### config.mk
export PLATFORM = sky130hd
export DESIGN_NAME = txdesc_fetch_master
export DESIGN_NICKNAME = d
export VERILOG_FILES = /design/src/rtl/txdesc_pkg.sv /design/src/rtl/txdesc_bus_fsm.sv /design/src/rtl/txdesc_decode.sv /design/src/rtl/txdesc_fetch_master.sv
export SDC_FILE = /design/constraint.sdc
export NUM_CORES = 1
export LEC_CHECK = 0
export ABC_AREA = 1
export BUFFER_PORTS_ARGS = -buffer_cell sky130_fd_sc_hd__buf_2
export CORE_MARGIN = 2
export CORE_UTILIZATION = 49
export CTS_BUF_LIST = sky130_fd_sc_hd__clkbuf_8
export DETAILED_ROUTE_END_ITERATION = 16
export GPL_TIMING_DRIVEN = 0
export PLACE_DENSITY = 0.75
export SLEW_MARGIN = 20
export SYNTH_ARGS = -nofsm -noshare
export SYNTH_HDL_FRONTEND = slang
export SYNTH_HIERARCHICAL = 1
export SYNTH_SLANG_ARGS = --single-unit
### constraint.sdc
create_clock -name clk -period 1.8 [get_ports clk]
set_clock_uncertainty 0.2 [all_clocks]
set_input_delay 0 -clock clk [delete_from_list [all_inputs] [get_ports clk]]
set_output_delay 0 -clock clk [all_outputs]
set_load 0.01 [all_outputs]
### src/rtl/txdesc_pkg.sv
// Shared types and constants for the transmit descriptor fetch master.
// Assumes a 32-bit bus and a fixed four-word descriptor.
package txdesc_pkg;

    typedef enum logic [2:0] {
        ST_IDLE,
        ST_REQ,
        ST_ADDR,
        ST_TURN,
        ST_DATA,
        ST_DONE,
        ST_ABORT,
        ST_ERR
    } fetch_st_t;

    localparam logic [3:0] CMD_MEM_READ = 4'b0110;
    localparam logic [3:0] BE_ALL       = 4'b0000;
    localparam int         DESC_WORDS   = 4;
    localparam int         IDX_W        = $clog2(DESC_WORDS);

endpackage

### src/rtl/txdesc_bus_fsm.sv
// Bus sequencer: request, address phase, turnaround, four data phases,
// then release; a missing DEVSEL# within TMO_CLKS edges gives a master abort.
// Assumes the target holds DEVSEL# once asserted and only drives TRDY# with it.
module txdesc_bus_fsm
    import txdesc_pkg::*;
#(
    parameter logic [31:0] DESC_BASE = 32'h4000_0000,
    parameter int          TMO_CLKS  = 5
) (
    input  logic             clk,
    input  logic             rst_n,
    input  logic             start,
    input  logic             gnt_n,
    input  logic             devsel_n,
    input  logic             trdy_n,
    output logic             req_n,
    output logic             frame_n,
    output logic             irdy_n,
    output logic [31:0]      ad_out,
    output logic             ad_oe,
    output logic [3:0]       cbe_out,
    output logic             cbe_oe,
    output logic             beat,
    output logic [IDX_W-1:0] beat_idx,
    output logic             fetch_done,
    output logic             abort_err
);
    localparam int WCNT_W = $clog2(TMO_CLKS + 1);
    localparam logic [IDX_W-1:0]  LAST_IDX = IDX_W'(DESC_WORDS - 1);
    localparam logic [WCNT_W-1:0] TMO_LAST = WCNT_W'(TMO_CLKS - 1);

    fetch_st_t         state, state_nx;
    logic [WCNT_W-1:0] wcnt;
    logic              seen;
    logic              in_cycle;

    assign in_cycle = (state == ST_TURN) || (state == ST_DATA);
    assign beat     = (state == ST_DATA) && !devsel_n && !trdy_n;

    // Next-state selection for the bus sequence.
    always_comb begin
        state_nx = state;
        case (state)
            ST_IDLE:  if (start) state_nx = ST_REQ;
            ST_REQ:   if (!gnt_n) state_nx = ST_ADDR;
            ST_ADDR:  state_nx = ST_TURN;
            ST_TURN:  state_nx = ST_DATA;
            ST_DATA: begin
                if (beat && beat_idx == LAST_IDX)
                    state_nx = ST_DONE;
                else if (!seen && devsel_n && wcnt == TMO_LAST)
                    state_nx = ST_ABORT;
            end
            ST_DONE:  state_nx = ST_IDLE;
            ST_ABORT: state_nx = ST_ERR;
            ST_ERR:   state_nx = ST_IDLE;
            default:  state_nx = ST_IDLE;
        endcase
    end

    // State register.
    always_ff @(posedge clk) begin
        if (!rst_n) state <= ST_IDLE;
        else        state <= state_nx;
    end

    // DEVSEL# watch: clock count since the address phase and a seen flag.
    always_ff @(posedge clk) begin
        if (!rst_n || state == ST_ADDR) begin
            wcnt <= '0;
            seen <= 1'b0;
        end else if (in_cycle) begin
            if (!devsel_n)  seen <= 1'b1;
            else if (!seen) wcnt <= wcnt + 1'b1;
        end
    end

    // Data phase index, advanced on each completed transfer.
    always_ff @(posedge clk) begin
        if (!rst_n || state == ST_ADDR) beat_idx <= '0;
        else if (beat && beat_idx != LAST_IDX) beat_idx <= beat_idx + 1'b1;
    end

    // Bus pin drive decoded from the sequence position.
    always_comb begin
        req_n      = !(state inside {ST_REQ, ST_ADDR, ST_TURN, ST_DATA});
        frame_n    = !((state == ST_ADDR) || (state == ST_TURN) ||
                       (state == ST_DATA && beat_idx != LAST_IDX));
        irdy_n     = !(state inside {ST_TURN, ST_DATA, ST_ABORT});
        ad_oe      = (state == ST_ADDR);
        ad_out     = (state == ST_ADDR) ? DESC_BASE : 32'h0;
        cbe_oe     = state inside {ST_ADDR, ST_TURN, ST_DATA, ST_ABORT};
        cbe_out    = (state == ST_ADDR) ? CMD_MEM_READ : BE_ALL;
        fetch_done = (state == ST_DONE);
        abort_err  = (state == ST_ERR);
    end

    a_r1_frame_after_grant: assert property (@(posedge clk) disable iff (!rst_n)
        $fell(frame_n) |-> (!$past(gnt_n) && !$past(req_n)));

    a_r2_addr_phase: assert property (@(posedge clk) disable iff (!rst_n)
        $fell(frame_n) |-> (ad_oe && ad_out == DESC_BASE && cbe_out == CMD_MEM_READ));

    a_r3_turnaround: assert property (@(posedge clk) disable iff (!rst_n)
        ad_oe |=> (!ad_oe && !frame_n && !irdy_n));

    a_r5_stall_holds: assert property (@(posedge clk) disable iff (!rst_n)
        (state == ST_DATA && trdy_n && seen) |=> (state == ST_DATA && $stable(beat_idx)));

    a_r4_release_after_last: assert property (@(posedge clk) disable iff (!rst_n)
        (frame_n && !irdy_n && !trdy_n && !devsel_n) |=> (irdy_n && req_n && !cbe_oe));

endmodule

### src/rtl/txdesc_decode.sv
// Descriptor capture and decode: stages words as they transfer and updates
// the result registers on the final transfer only.
// Assumes beat and beat_idx come from the bus sequencer in transfer order.
module txdesc_decode
    import txdesc_pkg::*;
#(
    parameter int SIZE_W = 11,
    localparam int LEN_W = SIZE_W - 2
) (
    input  logic             clk,
    input  logic             rst_n,
    input  logic             beat,
    input  logic [IDX_W-1:0] beat_idx,
    input  logic [31:0]      ad_in,
    output logic             own,
    output logic [LEN_W-1:0] buf_len,
    output logic [31:0]      buf_addr,
    output logic [31:0]      tdes3
);
    logic              st_own;
    logic [LEN_W-1:0]  st_len;
    logic [31:0]       st_addr;
    logic              last_beat;

    assign last_beat = beat && (beat_idx == IDX_W'(DESC_WORDS - 1));

    // Staging of the first three words as each one transfers.
    always_ff @(posedge clk) begin
        if (!rst_n) begin
            st_own  <= 1'b0;
            st_len  <= '0;
            st_addr <= '0;
        end else if (beat) begin
            case (beat_idx)
                IDX_W'(0): st_own  <= ad_in[31];
                IDX_W'(1): st_len  <= ad_in[SIZE_W-1:2];
                IDX_W'(2): st_addr <= ad_in;
                default:   ;
            endcase
        end
    end

    // Result registers, committed only when the whole descriptor has arrived.
    always_ff @(posedge clk) begin
        if (!rst_n) begin
            own      <= 1'b0;
            buf_len  <= '0;
            buf_addr <= '0;
            tdes3    <= '0;
        end else if (last_beat) begin
            own      <= st_own;
            buf_len  <= st_len;
            buf_addr <= st_addr;
            tdes3    <= ad_in;
        end
    end

    a_r9_results_hold: assert property (@(posedge clk) disable iff (!rst_n)
        !last_beat |=> ($stable(own) && $stable(buf_len) && $stable(buf_addr) && $stable(tdes3)));

endmodule

### src/rtl/txdesc_fetch_master.sv
// Top of the transmit descriptor fetch master: one burst read of a four-word
// descriptor, decoded into ownership, length and address results.
// Assumes a 32-bit initiator read; pins are split into in/out/enable.
module txdesc_fetch_master
    import txdesc_pkg::*;
#(
    parameter logic [31:0] DESC_BASE = 32'h4000_0000,
    parameter int          TMO_CLKS  = 5,
    parameter int          SIZE_W    = 11,
    localparam int         LEN_W     = SIZE_W - 2
) (
    input  logic             clk,
    input  logic             rst_n,
    input  logic             start,
    output logic             req_n,
    input  logic             gnt_n,
    output logic             frame_n,
    output logic             irdy_n,
    input  logic             devsel_n,
    input  logic             trdy_n,
    input  logic [31:0]      ad_in,
    output logic [31:0]      ad_out,
    output logic             ad_oe,
    output logic [3:0]       cbe_out,
    output logic             cbe_oe,
    output logic             done,
    output logic             own,
    output logic [LEN_W-1:0] buf_len,
    output logic [31:0]      buf_addr,
    output logic [31:0]      tdes3,
    output logic             xfer_req,
    output logic             abort_err
);
    logic             beat;
    logic [IDX_W-1:0] beat_idx;

    txdesc_bus_fsm #(
        .DESC_BASE (DESC_BASE),
        .TMO_CLKS  (TMO_CLKS)
    ) u_fsm (
        .clk        (clk),
        .rst_n      (rst_n),
        .start      (start),
        .gnt_n      (gnt_n),
        .devsel_n   (devsel_n),
        .trdy_n     (trdy_n),
        .req_n      (req_n),
        .frame_n    (frame_n),
        .irdy_n     (irdy_n),
        .ad_out     (ad_out),
        .ad_oe      (ad_oe),
        .cbe_out    (cbe_out),
        .cbe_oe     (cbe_oe),
        .beat       (beat),
        .beat_idx   (beat_idx),
        .fetch_done (done),
        .abort_err  (abort_err)
    );

    txdesc_decode #(
        .SIZE_W (SIZE_W)
    ) u_decode (
        .clk      (clk),
        .rst_n    (rst_n),
        .beat     (beat),
        .beat_idx (beat_idx),
        .ad_in    (ad_in),
        .own      (own),
        .buf_len  (buf_len),
        .buf_addr (buf_addr),
        .tdes3    (tdes3)
    );

    // Buffer transfer launch, gated by the ownership flag.
    assign xfer_req = done && own;

    a_r9_done_after_last: assert property (@(posedge clk) disable iff (!rst_n)
        done |-> $past(beat && beat_idx == IDX_W'(DESC_WORDS - 1)));

    a_r11_abort_sequence: assert property (@(posedge clk) disable iff (!rst_n)
        abort_err |-> (!done && $past(frame_n && !irdy_n && req_n)));

    a_r10_req_only_on_done: assert property (@(posedge clk) disable iff (!rst_n)
        xfer_req |-> (done && $past(frame_n)));

endmodule

==> results.md <==
* Placer congestion estimate at 0.841
* Failing checks: setup timing
* WL met1 at 6450 um
* Synthesized flop and latch total at 125
* Die area at 12,300 um^2
* Core Region at 11,000 um^2
* DR WL met3 at 988 um
* RSZ-0062 raised after global routing: true
* Final-report hold violation count at 0
* Final ANT Viol Nets at 0
* Reg2Reg Setup Slack at -110 ps
* Max Root-Sink Buffers at 2
* LEAKAGE at 4.60 nW
* Die W at 111 um
* Nets at 1,131
* Hold Path Class: primary input to flop
* Clk sinks at 125
* Combinational family with the most area after synthesis: simple AND/OR/NAND/NOR gates
* Root buffer cell: clkbuf_8
* Area Overhead vs Synth at 47.9%
* Initial Util at 50.8%
* Main area contributors after synthesis: dfxtp_1 (45%), nand2_1 (16%), nor2_1 (16%), inv_1 (8.7%), buf_4 (5.0%)
* Register area at 2510 um^2
* Critical Path AT at 2050 ps
* Max Used Layer: met4
* Fin area at 8250 um^2
* VDD IR max at 0.000583 V
* Cell Area, Synth at 5580 um^2
* Power Density at 694 nW/um^2
* # diodes at 0
* Startpoint Class: flop
* Syn_area_per_cell at 6.53 um^2
* Most Frequent Cell on Critical Path: nand3_4
* IO buf count at 122
* Worst reg2reg path startpoint: u_fsm/state[1]$_SDFFE_PN0P_
* End-of-flow core utilization at 75.1%
* Num CTS Buffers at 17
* Setup TNS at -2890 ps
* Initial antenna violation count at 0
* Layout cells sized above 1 at 34.3%
* Slowest Stage Delay on Critical Path at 330 ps
* DP Area at 6480 um^2
* Outcome: finished, violations left
* Synthesis warning total at 6
* I/O pins at 156
* Worst r2r path cells at 10
* Drt pass-1 iters at 5
* H-tree depth at 4
* Max-Cap Viols at 0
* Final setup fails at 91
* Max Fclk at 0.525 GHz
* Crit-path cells: inv_2 -> nand3_4 -> nor3_4 -> buf_6 -> nand3_4 -> buf_16 -> clkbuf_16 -> nand2_2 -> nand2_1 -> nor2_1
* Most common cell after layout, fill and taps aside: nand2_1
* CTS clk-pin slew, worst paths at 80 ps
* Total track usage at 23.2%
* Post-synthesis xor/xnor area fraction at 0.157%
* Clock latency on the worst-skew pair at 420 ps
* RR Endpoint: u_decode/buf_addr[1]$_SDFFE_PN0P_
* Final wirelength at 15,600 um
* Largest net degree at the start of global routing at 17
* Yosys cell types at 25
* Number of global-route vias before repair at 5,125
* Fillcell total at 849
* Vias per std cell at 4.55
* Adder-Cell Fraction of Synth Area at 0.673%
* GRT overflow at 0
* Slew margin rel. at 57.0%
* Simple logic cell fraction of the synthesized area at 35.3%
* Avg WL per Cell at 12.6 um
* Critical path endpoint category: flop
* Met2 wire len at 7770 um
* TritonCTS clock tree: built
* DRC viols at 0
* Post-route minimum period at 1910 ps
* 1st-iter DRT viols at 331
* Global-route wire length before repair at 23,500 um
* Crit path kind: flop to flop
* Final HPWL DP at 9200 um
* Cell row count at 38
* Crit path max fanout at 8
* Multi-input logic area at 2670 um^2
* Crit share post-route at 106%
* Commonest cells after routing, fill and taps aside: nand2_1 (190), nor2_1 (178), inv_1 (129), buf_2 (129), dfxtp_1 (120)
* Via count at 5,651
* Sequential area share after synthesis at 44.9%
* Slew Limit Fails at 0
* Worst-Margin Slew at 645 ps
* Die Span Y at 111 um
* CP max-delay cell: dfxtp_2
* Crit path from: u_fsm/state[1]$_SDFFE_PN0P_
* Critical Path Sink: u_decode/buf_addr[1]$_SDFFE_PN0P_
* Post-synth top area cell: dfxtp_1
* Mux contribution to synthesized area at 0%
* Cells after Synth at 855
* Compound-Gate Fraction of Synth Area at 1.41%
* Synth top area share at 44.9%
* Final setup margin at -105 ps
* Critical Path RT at 1950 ps
layer usage:
layer,global-route usage (%),up-vias
met2,39.8,214
met1,28.5,2526
li1,-,2869
met3,5.03,42
met4,9.17,0
met5,0,-
sequential cells by signal (all words and copies together) (netlist names), 2 cells and up:
name and cells:
u_decode/buf_addr 32, u_decode/st_addr 32, u_decode/tdes3 32, u_decode/buf_len 9, u_decode/st_len 9, u_fsm/state 3
u_fsm/wcnt 3, u_fsm/beat_idx 2
per-stage QoR:
step           cells  setup WS (ps)  hold WS, ps  power [W]
2_1_floorplan    887           30.9        -65.1    0.00316
3_3_place_gp    1149           -206         45.3    0.00330
3_5_place_dp    1149           -233         45.9    0.00330
4_1_cts         1236          -86.6          123    0.00573
5_1_grt         1243           -181          155    0.00594
6_report        1243           -105          149    0.00573
where the power goes:
group | switching [W] | internal, W | total [W]
Clock | 0.00114 | 0.00122 | 0.00236
Sequential | 0.0000172 | 0.00278 | 0.00280
Combinational | 0.000312 | 0.000255 | 0.000567
cells in the mapped netlist, drive strengths merged:
cell / number
a21oi: 11
nand3b: 2
nand3: 9
nand4: 2
ha: 3
clkbuf: 11
nor3: 5
nor2: 242
conb: 1
dfxtp: 125
clkinv: 1
inv: 131
buf: 62
nand2: 245
xor2: 1
o21ai: 4
cells by family (layout without fill, tap and decap cells):
family	Yosys count	in the layout
AOI/OAI and AO/OA	15	15
xor gates and xnor gates	1	1
adders and majority gates	3	3
buffers and inverters	205	421
DFF	125	125
other	1	33
and+or+nand+nor	505	505
critical path: cells and delay by family (launching register included):
kind / cells / cell delay, ps
buf+inv: 4 / 590
flops: 1 / 330
simple gates: 6 / 710
final cells by class:
class / instances / share of cell area [%]
flip-flops and latches: 125 / 30.5
plain buffers: 72 / 7.72
multi-input cells: 557 / 32.4
clock inverters: 15 / 1.82
well taps: 140 / 2.12
inverters: 132 / 6.07
clock buffers: 17 / 2.84
repair buffers: 185 / 16.6
timing repair:
item,in CTS,in global routing
hold endpoints to repair,83,0
pin swaps,7,32
buffers inserted,14,3
gates cloned,5,4
hold buffers,37,0
resized for setup,76,149
setup endpoints to repair,115,119
worst min path at each step:
stage | slack [ps] | start | cells past startpoint | endpoint
2_1_floorplan | -70 | ad_in[0] | 2 | u_decode/st_addr[0]$_SDFFE_PN0P_
3_3_place_gp | 50 | ad_in[18] | 3 | u_decode/st_addr[18]$_SDFFE_PN0P_
3_5_place_dp | 50 | ad_in[11] | 3 | u_decode/st_addr[11]$_SDFFE_PN0P_
4_1_cts | 120 | ad_in[16] | 4 | u_decode/st_addr[16]$_SDFFE_PN0P_
5_1_grt | 150 | ad_in[15] | 4 | u_decode/st_addr[15]$_SDFFE_PN0P_
6_report | 150 | ad_in[16] | 4 | u_decode/st_addr[16]$_SDFFE_PN0P_
Power figures use the tool's default switching activity.
